[src/rtl/xbus_pkg.sv]
package xbus_pkg;
  localparam int ADDR_W = 16;
  localparam int DATA_W = 8;
  localparam int HI_W   = ADDR_W - DATA_W;

  typedef enum logic [2:0] {
    S_IDLE, S_IRD, S_IWAIT, S_IEND, S_ADDR, S_LATCH, S_DATA, S_END
  } xst_t;

  typedef enum logic [1:0] {K_CODE, K_DREAD, K_DWRITE} kind_t;

  typedef struct packed {
    kind_t              kind;
    logic               wide;
    logic               internal;
    logic [ADDR_W-1:0]  addr;
    logic [DATA_W-1:0]  wdata;
  } xreq_t;
endpackage

[src/rtl/xbus_route.sv]
module xbus_route
  import xbus_pkg::*;
#(
  parameter int ROM_BYTES = 4096
) (
  input  logic              strap,
  input  logic [ADDR_W-1:0] addr,
  output logic              internal
);
  localparam int SPACE = 2 ** ADDR_W;

  generate
    if (ROM_BYTES <= 0) begin : g_none
      assign internal = 1'b0;
    end else if (ROM_BYTES >= SPACE) begin : g_full
      assign internal = strap;
    end else begin : g_part
      localparam logic [ADDR_W-1:0] ROM_TOP = ADDR_W'(ROM_BYTES);
      assign internal = strap && (addr < ROM_TOP);
    end
  endgenerate
endmodule

[src/rtl/xbus_arb.sv]
module xbus_arb
  import xbus_pkg::*;
(
  input  logic              fetch_req,
  input  logic [ADDR_W-1:0] fetch_addr,
  input  logic              fetch_internal,
  input  logic              data_req,
  input  logic              data_we,
  input  logic              data_wide,
  input  logic [ADDR_W-1:0] data_addr,
  input  logic [DATA_W-1:0] data_wdata,
  output logic              go,
  output xreq_t             req
);
  always_comb begin
    go = fetch_req || data_req;
    if (fetch_req) begin
      req.kind     = K_CODE;
      req.wide     = 1'b1;
      req.internal = fetch_internal;
      req.addr     = fetch_addr;
      req.wdata    = '0;
    end else begin
      req.kind     = data_we ? K_DWRITE : K_DREAD;
      req.wide     = data_wide;
      req.internal = 1'b0;
      req.addr     = data_addr;
      req.wdata    = data_wdata;
    end
  end
endmodule

[src/rtl/xbus_seq.sv]
module xbus_seq
  import xbus_pkg::*;
#(
  parameter int STROBE_CYC = 2
) (
  input  logic              clk,
  input  logic              rst,
  input  logic              go,
  input  xreq_t             req_in,
  input  logic [DATA_W-1:0] irom_data,
  input  logic [DATA_W-1:0] ad_in,
  output logic              fetch_done,
  output logic              data_done,
  output logic [DATA_W-1:0] fetch_data,
  output logic [DATA_W-1:0] data_rdata,
  output logic              irom_rd,
  output logic [ADDR_W-1:0] irom_addr,
  output logic [DATA_W-1:0] ad_out,
  output logic              ad_oe,
  output logic [HI_W-1:0]   ahi_out,
  output logic              ahi_oe,
  output logic              addr_strobe,
  output logic              code_rd_n,
  output logic              dmem_rd_n,
  output logic              dmem_wr_n
);
  localparam int CW = $clog2(STROBE_CYC + 1);
  localparam logic [CW-1:0] CLAST = CW'(STROBE_CYC - 1);

  xst_t        st, nst;
  xreq_t       cur, ncur;
  logic [CW-1:0] cnt;
  logic        ext, aph, is_code, is_wr, is_rd, hi_own;

  always_comb begin
    nst  = st;
    ncur = cur;
    unique case (st)
      S_IDLE: if (go) begin
        ncur = req_in;
        nst  = (req_in.kind == K_CODE && req_in.internal) ? S_IRD : S_ADDR;
      end
      S_IRD:   nst = S_IWAIT;
      S_IWAIT: nst = S_IEND;
      S_IEND:  nst = S_IDLE;
      S_ADDR:  nst = S_LATCH;
      S_LATCH: nst = S_DATA;
      S_DATA:  if (cnt == CLAST) nst = S_END;
      S_END:   nst = S_IDLE;
      default: nst = S_IDLE;
    endcase
    ext     = (nst == S_ADDR) || (nst == S_LATCH) || (nst == S_DATA) || (nst == S_END);
    aph     = (nst == S_ADDR) || (nst == S_LATCH);
    is_code = (ncur.kind == K_CODE);
    is_wr   = (ncur.kind == K_DWRITE);
    is_rd   = (ncur.kind == K_DREAD);
    hi_own  = ext && (is_code || ncur.wide);
  end

  always_ff @(posedge clk) begin
    if (rst) begin
      st          <= S_IDLE;
      cur         <= '0;
      cnt         <= '0;
      addr_strobe <= 1'b0;
      code_rd_n   <= 1'b1;
      dmem_rd_n   <= 1'b1;
      dmem_wr_n   <= 1'b1;
      ad_oe       <= 1'b0;
      ad_out      <= '0;
      ahi_oe      <= 1'b0;
      ahi_out     <= '0;
      irom_rd     <= 1'b0;
      irom_addr   <= '0;
      fetch_done  <= 1'b0;
      data_done   <= 1'b0;
      fetch_data  <= '0;
      data_rdata  <= '0;
    end else begin
      st          <= nst;
      cur         <= ncur;
      cnt         <= (st == S_DATA) ? cnt + 1'b1 : '0;
      addr_strobe <= (nst == S_ADDR);
      ad_oe       <= aph || (ext && is_wr);
      ad_out      <= aph ? ncur.addr[DATA_W-1:0] : ((ext && is_wr) ? ncur.wdata : '0);
      ahi_oe      <= hi_own;
      ahi_out     <= hi_own ? ncur.addr[ADDR_W-1:DATA_W] : '0;
      code_rd_n   <= !((nst == S_DATA) && is_code);
      dmem_rd_n   <= !((nst == S_DATA) && is_rd);
      dmem_wr_n   <= !((nst == S_DATA) && is_wr);
      irom_rd     <= (nst == S_IRD);
      if (nst == S_IRD) irom_addr <= ncur.addr;
      fetch_done  <= (nst == S_IEND) || ((nst == S_END) && is_code);
      data_done   <= (nst == S_END) && !is_code;
      if (st == S_IWAIT) fetch_data <= irom_data;
      if (st == S_DATA && nst == S_END) begin
        if (cur.kind == K_CODE)       fetch_data <= ad_in;
        else if (cur.kind == K_DREAD) data_rdata <= ad_in;
      end
    end
  end
endmodule

[src/rtl/mcu_xbus.sv]
module mcu_xbus
  import xbus_pkg::*;
#(
  parameter int ROM_BYTES  = 4096,
  parameter int STROBE_CYC = 2
) (
  input  logic              clk,
  input  logic              rst,
  input  logic              strap_int_rom,
  input  logic              fetch_req,
  input  logic [15:0]       fetch_addr,
  output logic              fetch_done,
  output logic [7:0]        fetch_data,
  input  logic              data_req,
  input  logic              data_we,
  input  logic              data_wide,
  input  logic [15:0]       data_addr,
  input  logic [7:0]        data_wdata,
  output logic              data_done,
  output logic [7:0]        data_rdata,
  output logic              irom_rd,
  output logic [15:0]       irom_addr,
  input  logic [7:0]        irom_data,
  input  logic [7:0]        ad_in,
  output logic [7:0]        ad_out,
  output logic              ad_oe,
  output logic [7:0]        ahi_out,
  output logic              ahi_oe,
  output logic              addr_strobe,
  output logic              code_rd_n,
  output logic              dmem_rd_n,
  output logic              dmem_wr_n
);
  logic  fetch_internal;
  logic  go;
  xreq_t req;

  xbus_route #(.ROM_BYTES(ROM_BYTES)) u_route (
    .strap    (strap_int_rom),
    .addr     (fetch_addr),
    .internal (fetch_internal)
  );

  xbus_arb u_arb (
    .fetch_req      (fetch_req),
    .fetch_addr     (fetch_addr),
    .fetch_internal (fetch_internal),
    .data_req       (data_req),
    .data_we        (data_we),
    .data_wide      (data_wide),
    .data_addr      (data_addr),
    .data_wdata     (data_wdata),
    .go             (go),
    .req            (req)
  );

  xbus_seq #(.STROBE_CYC(STROBE_CYC)) u_seq (
    .clk         (clk),
    .rst         (rst),
    .go          (go),
    .req_in      (req),
    .irom_data   (irom_data),
    .ad_in       (ad_in),
    .fetch_done  (fetch_done),
    .data_done   (data_done),
    .fetch_data  (fetch_data),
    .data_rdata  (data_rdata),
    .irom_rd     (irom_rd),
    .irom_addr   (irom_addr),
    .ad_out      (ad_out),
    .ad_oe       (ad_oe),
    .ahi_out     (ahi_out),
    .ahi_oe      (ahi_oe),
    .addr_strobe (addr_strobe),
    .code_rd_n   (code_rd_n),
    .dmem_rd_n   (dmem_rd_n),
    .dmem_wr_n   (dmem_wr_n)
  );
endmodule

[config.mk]
export PLATFORM = sky130hd
export DESIGN_NAME = mcu_xbus
export DESIGN_NICKNAME = d
export VERILOG_FILES = /design/src/rtl/xbus_pkg.sv /design/src/rtl/xbus_route.sv /design/src/rtl/xbus_arb.sv /design/src/rtl/xbus_seq.sv /design/src/rtl/mcu_xbus.sv
export SDC_FILE = /design/constraint.sdc
export NUM_CORES = 1
export LEC_CHECK = 0
export CAP_MARGIN = 20
export CORE_ASPECT_RATIO = 1.4
export CORE_MARGIN = 2
export CORE_UTILIZATION = 41
export DETAILED_ROUTE_END_ITERATION = 8
export PLACE_DENSITY = 0.79
export SLEW_MARGIN = 0
export SYNTH_ARGS = -nofsm -noshare
export SYNTH_HDL_FRONTEND = slang
export SYNTH_SLANG_ARGS = --single-unit
export TNS_END_PERCENT = 5
[constraint.sdc]
create_clock -name clk -period 1.65 [get_ports clk]
set_clock_uncertainty 0.05 [all_clocks]
set_input_delay 0.33 -clock clk [delete_from_list [all_inputs] [get_ports clk]]
set_output_delay 0.33 -clock clk [all_outputs]
set_load 0.01 [all_outputs]
==> impl_results.md, run 1 <==
- Result of the run: completed
- Detailed placer's ending HPWL: 6880 um
- Top achievable clock speed: 613 MHz
- Synth Instances: 340
- Main synth FF type: dfxtp_1
- Clock insertion delay at the later pin of the skew report: 0.34 ns
- Part of the power in the clock network: around 33%
- Number of enable flip-flop cells after synthesis: 0
- Switching pwr: 0.00179 W
- Setup fix buffers added after clock tree synthesis: 0
- Post-synth top area cell: dfxtp_1
- Total grt overflow: 0
- Capturing element type of the critical path: flop
- Antenna viol nets, final: 0
- DRC Markers: 0
- Required arrival time at the worst endpoint: 1.85 ns
- Internal: 0.00439 W
- Average via count per standard cell: 5.23
- Post-synthesis average cell area: 10.2 um2
- DP Worst Slack: -0.289 ns
- Clock tree from TritonCTS: done
- Largest driver fanout on the critical path: 7
- Unrepaired setup endpoints after global routing: true
- Data arrival time of the critical path: 1.84 ns
- Hold/Removal Path Class: input port to flop
- Layout cell share with drive strength beyond 1: 23.2%
- Fraction of the yosys area taken by sequential cells: 51.5%
- Average wire per standard cell: 16.3 um
- Maximum number of pins on one net before global-route repair: 19
- Crit path setup slack, layout: 0.0194 ns
- Final hold violations: 0
- Core Area: 0.00820 mm2
- Buffer cell driving the clock tree root: clkbuf_16
- Via count of the first global-routing pass: 3069
- Final core utilization: 66.7%
- Total power divided by cell area: 1130 mW/mm2
- Die span in x: 81.7 um
- Most used cells in the layout excluding fill and tap cells: clkdlybuf4s50_1, dfxtp_1, nor2_1
- Final Routed Wirelength: 9600 um
- Global-route wire length before repair: 14600 um
- Num CTS Buffers: 9
- Share of Yosys cell area claimed by the top area cell type: around half
- Area of the die: 0.00921 mm2
- Count of final max-slew check failures: 0
- Signed area change from the synthesized netlist to the final layout: 57.9%
- Effective utilization at floorplan: 42.2%
- Gr usage total: 20.5%
- Worst slew pin tran: ~0.48 ns
- Clk pin slew, worst setup/hold paths: 0.06 ns
- Non-filler cells in the finished layout: 590
- Cell area after synthesis: around 0.0035 mm2
- Clock buffer depth: 2
- Final TNS setup: 0 ns
- Peak supply drop: 0.651 mV
- Combinational cell fraction of total power: 27.1%
- Count of max-cap constraint violations: 0
- Post-route minimum period: 1.63 ns
- Number of nets in the final layout: 547
- Initial antenna violation count: 0
- Post-route cell area: 0.00547 mm2
- Number of different library cells in the post-synthesis netlist: 43
- I/O pin count: 120
- Switching Fraction: 28.9%
- Final weighted congestion in routability-driven placement: 0.863
- Placed Area: 0.00496 mm2
- Leakage power: approximately 2.1 nW
- Most common cell after layout, fill and taps aside: clkdlybuf4s50_1
- Net Count, Synth: 404
- Setup CP Type: flop to flop
- Max H-tree Level: 3
- Number of vias after detailed routing: 3086
- Antenna cells: 0
- Final setup violation count: 0
- Startpoint types: flop
- Floorplan die height: 113 um
- Relative contribution of sequential cells to total power: roughly 40%
- Cell count after placement: 573
- Portion of the clock cycle consumed by the worst path in the final layout: slightly below 100%
- First-pass iteration count of the detailed router: 4
- Largest cells by area after synthesis: dfxtp_1, mux2i_1, nor2_1, nor3_1, a21oi_1
- Number of I/O port buffers: ~120
- Share of flip-flops with an asynchronous set or reset: 0%
- Number of warnings issued by yosys: 0
- Count of routing violations after the opening detailed-route iteration: 124
- Count of clock tree sinks: slightly below 90
- Slew headroom: 67.6%
- Num rows: 39
- Post-synthesis sequential element count: between 80 and 90
## cell usage after synthesis (all sizes together) (2+ instances only)
cell type	number
dfxtp	89
nor2	51
mux2i	33
nor3	29
a21oi	27
clkbuf	13
buf	12
o2bb2ai	12
a211oi	9
nor4b	9
nand2	8
o32ai	8
inv	5
and2	4
nand2b	4
or3	4
a31oi	2
nand3b	2
nor2b	2
or4	2
## cell type report
class                   instances  area [um2]
fillers                       634        2730
flip-flops and latches         89        1780
multi-input cells             222        1710
repair buffers                156        1530
clock buffers                  10         239
well taps                     102         128
clock inverters                 6        67.6
inverters                       5        18.8
## path summary, 6_finish.rpt
check | from | cells past startpoint | endpoint | slack [ns]
max | u_seq.st[2] | 5 | u_seq.irom_addr[0] | 0.02
min | rst | 3 | u_seq.code_rd_n | 0.36
max reg2reg | u_seq.st[2] | 5 | u_seq.irom_addr[0] | 0.02
min reg2reg | u_seq.cnt[0] | 1 | u_seq.cnt[0] | 0.38
## logic make-up (layout without fill, tap and decap cells)
group	after synthesis	in the layout	synth area share (%)
AND/OR/NAND/NOR	122	123	19.4
flip-flops	89	89	51.5
AO/OA/AOI/OAI	65	65	14.5
multiplexers	33	33	9.54
buffers and inverters	30	177	4.66
adder cells (fa/ha/maj)	1	1	0.361
## registers in the layout (all words and copies together), names as in the netlist
register           count
u_seq.irom_rd          1
u_seq.cnt              2
u_seq.ad_oe            1
u_seq.irom_addr       16
u_seq.st               3
u_seq.data_rdata       8
u_seq.fetch_done       1
u_seq.dmem_wr_n        1
u_seq.ahi_out          8
u_seq.ahi_oe           1
u_seq.cur             27
u_seq.addr_strobe      1
u_seq.fetch_data       8
u_seq.ad_out           8
u_seq.code_rd_n        1
u_seq.dmem_rd_n        1
u_seq.data_done        1
## metrics by stage
stage / total power [W] / hold WS, ns
final: 0.00618 / 0.358
after detailed placement: 0.00398 / 0.368
after floorplan: 0.00329 / 0.349
after global routing: 0.00647 / 0.385
after CTS: 0.00605 / 0.367
after global placement: 0.00395 / 0.358
## what timing repair did
action                     CTS  global route
pin swaps                    0             3
hold buffers                 0             0
cloned                       0             1
gates resized for setup      5            36
setup endpoints to repair   29            36
## worst max-delay path, stage by stage, from the launching register on
cell and delay, ns:
dfxtp_1 0.31, or3_4 0.45, buf_6 0.16, nor3_1 0.29
a21oi_2 0.10, o2bb2ai_1 0.18
## per-layer routing
metal | vias to the layer above | track usage [%] | routed length (um) | share of wire (%)
met5 | - | 0 | 0 | 0
met4 | 0 | 7.00 | 151 | 1.6
met3 | 12 | 5.90 | 663 | 6.9
met2 | 108 | 36.2 | 5110 | 53
met1 | 1464 | 23.2 | 3680 | 38
li1 | 1502 | - | - | -
## power groups by stage
stage               Sequential [W]  Combinational [W]  Clock (W)
floorplan                  0.00254           0.000746          0
global placement           0.00249            0.00146          0
detailed placement         0.00249            0.00149          0
CTS                        0.00245            0.00152    0.00208
global route               0.00247            0.00181    0.00219
finish                     0.00246            0.00168    0.00204
(Power assumes the default switching activity.)
==> run 2: changes to the inputs <==
--- a/config.mk
+++ b/config.mk
@@ -8,9 +8,9 @@
 export CAP_MARGIN = 20
 export CORE_ASPECT_RATIO = 1.4
 export CORE_MARGIN = 2
-export CORE_UTILIZATION = 41
+export CORE_UTILIZATION = 45
 export DETAILED_ROUTE_END_ITERATION = 8
-export PLACE_DENSITY = 0.79
+export PLACE_DENSITY = 0.82
 export SLEW_MARGIN = 0
 export SYNTH_ARGS = -nofsm -noshare
 export SYNTH_HDL_FRONTEND = slang
==> constraint.sdc (replaced) <==
create_clock -name clk -period 1.58 [get_ports clk]
set_clock_uncertainty 0.05 [all_clocks]
set_input_delay 0.316 -clock clk [delete_from_list [all_inputs] [get_ports clk]]
set_output_delay 0.316 -clock clk [all_outputs]
set_load 0.01 [all_outputs]
==> run 2 against run 1 <==
Against the previous run:
- the flow now finishes with violations (negative setup slack)
- largest cell class is now multi-input combinational cells
- cell count shrank 0.68%
- sequential share of layout area is 0.32 points higher
- critical endpoint is now u_seq.ahi_out[3]
- first-iteration DRC count increased by 31%
- count of clock-buffer cells in the layout did not move
- clock power shrank 14%
==> impl_results.md, run 2 (synthesis gave the netlist of run 1 again) <==
- Peak supply drop: 0.984 mV
- Final weighted congestion in routability-driven placement: 0.837
- Result of the run: complete, but fails checks
- Non-filler cells in the finished layout: 586
- Data arrival time of the critical path: 2.00 ns
- Largest driver fanout on the critical path: 12
- Unrepaired setup endpoints after global routing: true
- Cell count of the worst hold path: 2
- Capturing element type of the critical path: flop
- Worst slew pin tran: between 0.4 and 0.5 ns
- Antenna viol nets, final: 0
- Most used cells in the layout excluding fill and tap cells: dfxtp_1, clkdlybuf4s50_1, dlygate4sd2_1
- Total grt overflow: 0
- Initial antenna violation count: 0
- Standard cell with the maximum stage delay on the critical path: or3_4
- Relative contribution of sequential cells to total power: 41.8%
- Antenna cells: 0
- Average via count per standard cell: 5.42
- DP Worst Slack: -0.379 ns
- Maximum number of pins on one net before global-route repair: 31
- Count of filler cells inserted in the layout: 545
- Max reg flops: 27
- Crit path setup slack, layout: -0.184 ns
- Clock insertion delay at the later pin of the skew report: 0.37 ns
- Die span in x: 78.1 um
- Top achievable clock speed: 567 MHz
- Worst reg-to-reg path cell count: 6
- Crit-path cells: or3_4 -> buf_12 -> buf_12 -> nor3_1 -> a21oi_2 -> nor3_1
- Max incr delay on CP: 0.43 ns
- Slew headroom: 68.6%
- Buffer cell driving the clock tree root: clkbuf_8
- Number of nets in the final layout: 548
- Max H-tree Level: 3
- Total power divided by cell area: between 1000 and 1500 mW/mm2
- Effective utilization at floorplan: 46.7%
- First-pass iteration count of the detailed router: 4
- Gr usage total: 22.8%
- Switching pwr: 0.00188 W
- Largest reg by FF count: u_seq.cur
- Average wire per standard cell: 17.0 um
- Global-route wire length before repair: 14800 um
- Part of the power in the clock network: 28.7%
- Hold/Removal Path Class: input port to flop
- Num CTS Buffers: 9
- DRC Markers: 0
- Final setup violation count: 31
- Cell count after placement: 568
- Final Routed Wirelength: about 10000 um
- Core Area: between 0.007 and 0.008 mm2
- Final hold violations: 0
- Count of final max-slew check failures: 0
- Startpoint types: flop
- Final core utilization: 73.3%
- Combinational cell fraction of total power: 29.5%
- Number of vias after detailed routing: approximately 3200
- Post-route minimum period: between 1.5 and 2 ns
- Count of routing violations after the opening detailed-route iteration: between 150 and 200
- Required arrival time at the worst endpoint: 1.82 ns
- Floorplan die height: 108 um
- Switching Fraction: 30.6%
- Violations in the final reports: negative setup slack
- Layout cell share with drive strength beyond 1: 26.6%
- I/O pin count: 120
- Setup CP Type: flop to flop
- Clk pin slew, worst setup/hold paths: 0.09 ns
- Count of clock tree sinks: slightly below 90
- Detailed placer's ending HPWL: 6750 um
- Via count of the first global-routing pass: 3145
- Clock tree from TritonCTS: done
- Number of I/O port buffers: between 100 and 150
- Largest regs: u_seq.cur x27, u_seq.irom_addr x16
- Portion of the clock cycle consumed by the worst path in the final layout: 112%
- Internal: ~0.0043 W
- Most common cell after layout, fill and taps aside: dfxtp_1
- Num rows: 37
- Signed area change from the synthesized netlist to the final layout: 56.8%
- Count of max-cap constraint violations: 0
- Area of the die: 0.00842 mm2
- Leakage power: ~2.3 nW
- Clock buffer depth: 2
-- run 2: cell types whose count changed in the layout (fill, tap and decap cells not counted), moves of 4 or more --
cell and change:
dlygate4sd2_1 +56, clkdlybuf4s50_1 -55, clkbuf_16 -9, clkbuf_8 +9, o2bb2ai_1 -5, o2bb2ai_2 +5, a21oi_1 +4, a21oi_2 -4
dfxtp_1 -4, dfxtp_2 +4, nor2_1 -4
-- run 2: through the flow --
step	power, W	area (um2)	TNS [ns]	hold slack [ns]
after detailed placement	0.00424	4980	-16.65	0.363
after global routing	0.00639	5430	-3.46	0.211
after floorplan	0.00345	3480	-2.32	0.349
after global placement	0.00420	4980	-15.16	0.358
after CTS	0.00595	5230	-1.02	0.161
final	0.00613	5430	-1.29	0.204
-- run 2: per-layer routing --
metal  vias up  global-route usage, %  share of wire (%)
li1       1514                      -                  -
met1      1517                   25.7                 39
met2       124                   40.8                 53
met3        23                   3.69                5.5
met4         0                   12.5                2.9
met5         -                      0                  0
-- run 2: worst paths after layout --
path                start          endpoint  slack, ns
max           u_seq.st[1]  u_seq.ahi_out[3]      -0.18
min                   rst     u_seq.cur[27]       0.20
max reg2reg   u_seq.st[1]  u_seq.ahi_out[3]      -0.18
min reg2reg  u_seq.cnt[0]      u_seq.cnt[0]       0.39
-- run 2: final cells by class --
cell class / instances / area, um2 / area share [%]
clock buffer: 10 / 138 / 2.54
clock inverter: 6 / 88.8 / 1.64
inverter: 5 / 18.8 / 0.346
multi-input combinational: 223 / 1810 / 33.3
sequential: 89 / 1790 / 32.9
tap: 97 / 121 / 2.24
timing repair buffer: 156 / 1470 / 27.1
-- run 2: critical path: cells and delay by family, from the launching register on --
kind | cells | cell delay, ns
buffers and inverters | 2 | 0.31
DFF | 1 | 0.33
and+or+nand+nor | 3 | 0.89
AOI/OAI and AO/OA | 1 | 0.09
-- run 2: power groups by stage --
stage | logic [W] | registers (W) | clock network [W]
floorplan | 0.000789 | 0.00266 | 0
global placement | 0.00161 | 0.00259 | 0
detailed placement | 0.00164 | 0.00260 | 0
CTS | 0.00164 | 0.00255 | 0.00177
global route | 0.00194 | 0.00258 | 0.00187
finish | 0.00181 | 0.00256 | 0.00176
-- run 2: repair_timing --
action                     CTS  global route
pin swaps                   10             9
hold buffers                 0             0
setup buffers                0             0
setup endpoints to repair  110            70
resized for setup           74            43
gates cloned                 1             1
==> run 3: changes to the inputs <==
--- a/config.mk
+++ b/config.mk
@@ -11,8 +11,10 @@
 export CORE_UTILIZATION = 45
 export DETAILED_ROUTE_END_ITERATION = 8
 export PLACE_DENSITY = 0.82
+export SKIP_CTS_REPAIR_TIMING = 1
 export SLEW_MARGIN = 0
 export SYNTH_ARGS = -nofsm -noshare
 export SYNTH_HDL_FRONTEND = slang
+export SYNTH_HIERARCHICAL = 1
 export SYNTH_SLANG_ARGS = --single-unit
 export TNS_END_PERCENT = 5
==> run 3 against run 2 <==
Against the previous run:
- the flow still finishes with violations (negative setup slack)
- setup slack got worse by 0.18 ns
- via count up 8.3%
- cell count grew 5.8%
- critical path type is now input port to flop
- critical endpoint is now u_seq/irom_addr[9]
==> impl_results.md, run 3 <==
- Result of the run: complete, but fails checks
- Violations in the final reports: negative setup slack
- Count of clock tree sinks: 89
- Number of I/O port buffers: 119
- Number of enable flip-flop cells after synthesis: 0
- Most used cells in the layout excluding fill and tap cells: dfxtp_1, dlymetal6s2s_1, clkdlybuf4s50_1
- Peak supply drop: between 0.7 and 0.8 mV
- Number of different library cells in the post-synthesis netlist: 42
- Setup CP Type: input port to flop
- Count of filler cells inserted in the layout: 429
- Largest driver fanout on the critical path: 8
- Num CTS Buffers: 9
- Most common cell after layout, fill and taps aside: dfxtp_1
- Share of Yosys cell area claimed by the top area cell type: between 50% and 60%
- Clk pin slew, worst setup/hold paths: around 0.090 ns
- Unrepaired setup endpoints after global routing: true
- Number of nets in the final layout: between 500 and 600
- Layout cell share with drive strength beyond 1: a little under a third
- Portion of the clock cycle consumed by the worst path in the final layout: 123%
- Number of vias after detailed routing: approximately 3400
- Most common library cells after synthesis: dfxtp_1, nor2_1, nand2_1, mux2i_1
- Part of the power in the clock network: 29.3%
- Initial antenna violation count: 0
- Number of warnings issued by yosys: 6
- Share of flip-flops with an asynchronous set or reset: 0%
- Detailed placer's ending HPWL: 6990 um
- Capturing element type of the critical path: flop
- Average wire per standard cell: 20.2 um
- Die span in x: 78.1 um
- Global-route wire length before repair: 14700 um
- Average via count per standard cell: 5.55
- Count of final max-slew check failures: 0
- DP Worst Slack: -0.902 ns
- Via count of the first global-routing pass: 3228
- Max H-tree Level: 3
- Largest reg by FF count: u_seq/cur
- Post-synth top area cell: dfxtp_1
- Switching Fraction: 30.3%
- Most common cell in the synthesized netlist: dfxtp_1
- Top achievable clock speed: 516 MHz
- Max incr delay on CP: about 0.37 ns
- Post-synthesis sequential element count: 89
- Internal: 0.00419 W
- Switching pwr: 0.00182 W
- Total buffers and inverters traversed by the critical path: 3
- Count of max-cap constraint violations: 0
- Largest regs: u_seq/cur x27, u_seq/irom_addr x16
- Combinational cell fraction of total power: between 20 and 30%
- Cell area after synthesis: 0.00346 mm2
- Antenna viol nets, final: 0
- Hold/Removal Path Class: input port to flop
- Fraction of the yosys area taken by sequential cells: 51.5%
- Count of routing violations after the opening detailed-route iteration: 267
- Buffer cell driving the clock tree root: clkbuf_8
- Post-synthesis average cell area: 9.67 um2
- Crit-path cells: buf_6 -> nor4_4 -> and2_4 -> and2_4 -> nand4bb_4 -> nor4_4 -> buf_4 -> clkbuf_16 -> nor2_2 -> a211oi_2
- Multi-input combinational cell area: 0.00190 mm2
- Crit path setup slack, layout: -0.359 ns
- Num rows: 37
- Signed area change from the synthesized netlist to the final layout: 71.1%
- Standard cell with the maximum stage delay on the critical path: nor4_4
- Post-route minimum period: between 1.5 and 2 ns
- Startpoint types: input port
- Final TNS setup: -14.20 ns
- Clock buffer depth: 2
- Final Routed Wirelength: 12500 um
- Gr usage total: 22.4%
- Leakage power: 3.15 nW
- Data arrival time of the critical path: 2.18 ns
- Synth Instances: about 360
- Max reg flops: 27
- Total power divided by cell area: 1020 mW/mm2
- Net Count, Synth: ~420
- Effective utilization at floorplan: 46.7%
- DRC Markers: 0
- Relative contribution of sequential cells to total power: between 40% and 50%
- Slew headroom: 73.5%
- Main synth FF type: dfxtp_1
- Clock tree from TritonCTS: done
- Total grt overflow: 0
- Final setup violation count: 82
- Area of the die: 0.00842 mm2
- First-pass iteration count of the detailed router: 4
- Top cell family by delay on the critical path: simple AND/OR/NAND/NOR gates
- Floorplan die height: ~110 um
- Worst slew pin tran: 0.390 ns
- Final weighted congestion in routability-driven placement: 0.827
- Final hold violations: 0
- Largest cells by area after synthesis: dfxtp_1, mux2i_1, nor2_1, mux2_2, nand2_1
- Core Area: roughly 0.0074 mm2
- Required arrival time at the worst endpoint: 1.82 ns
- I/O pin count: between 100 and 150
- Maximum number of pins on one net before global-route repair: 34
- Area taken by flip-flops and latches: 0.00178 mm2
- Clock insertion delay at the later pin of the skew report: 0.37 ns
- Antenna cells: 0
[run 3: cell count changes after synthesis, moves of 7 or more]
cell / delta
nand2_1: +26
nor3_1: -25
mux2_2: +16
nor2_1: +16
a211oi_1: +15
a21oi_1: -14
nor2b_1: +12
a211oi_2: -8
a311oi_1: +8
mux2i_1: -8
o32ai_1: -8
o21ai_0: +7
[run 3: through the flow]
step           hold WS, ns  utilization [%]  cells  power, W  instance area (um2)
2_1_floorplan        0.357                -    358   0.00328                 3520
3_3_place_gp         0.363             68.3    596   0.00397                 5060
3_5_place_dp         0.379             68.3    596   0.00401                 5060
4_1_cts              0.348             71.4    612   0.00574                 5290
5_1_grt              0.364             80.0    620   0.00621                 5920
6_report             0.356             80.0    620   0.00602                 5920
[run 3: kinds of logic after synthesis]
group,synth area share [%]
AND/OR/NAND/NOR,18.5
buffers and inverters,4.41
AO/OA/AOI/OAI,12.8
flip-flops,51.5
multiplexers,12.4
adder cells (fa/ha/maj),0.361
[run 3: power groups by stage]
stage / logic [W] / registers (W) / clock network [W]
floorplan: 0.000690 / 0.00259 / 0
global placement: 0.00142 / 0.00255 / 0
detailed placement: 0.00145 / 0.00256 / 0
CTS: 0.00146 / 0.00251 / 0.00176
global route: 0.00181 / 0.00254 / 0.00186
finish: 0.00172 / 0.00253 / 0.00176
[run 3: final timing paths]
path / endpoint / slack (ns) / cells past startpoint / from
setup reg to reg: u_seq/cur[20] / -0.29 / 5 / u_seq/st[0]
setup / recovery: u_seq/irom_addr[9] / -0.36 / 10 / fetch_addr[12]
hold / removal: u_seq/ad_out[3] / 0.36 / 4 / rst
hold reg to reg: u_seq/cnt[0] / 0.40 / 1 / u_seq/cnt[0]
[run 3: worst register-to-register path: stages, from the launching register on]
cell,delay (ns)
dfxtp_2,0.35
nor4b_4,0.42
buf_4,0.31
mux2i_1,0.40
buf_4,0.19
nor2_1,0.04
[run 3: cell type report]
cell class | count | area share (%)
multi-input combinational | 239 | 32.0
timing repair buffer | 177 | 31.9
sequential | 89 | 30.1
clock buffer | 9 | 2.09
tap | 97 | 2.05
clock inverter | 7 | 1.73
inverter | 2 | 0.127
[run 3: routing by layer]
metal,GRT usage [%],share of wire [%]
met1,21.8,35
met2,42.4,55
met3,5.54,6.0
met4,12.3,3.5
met5,0,0
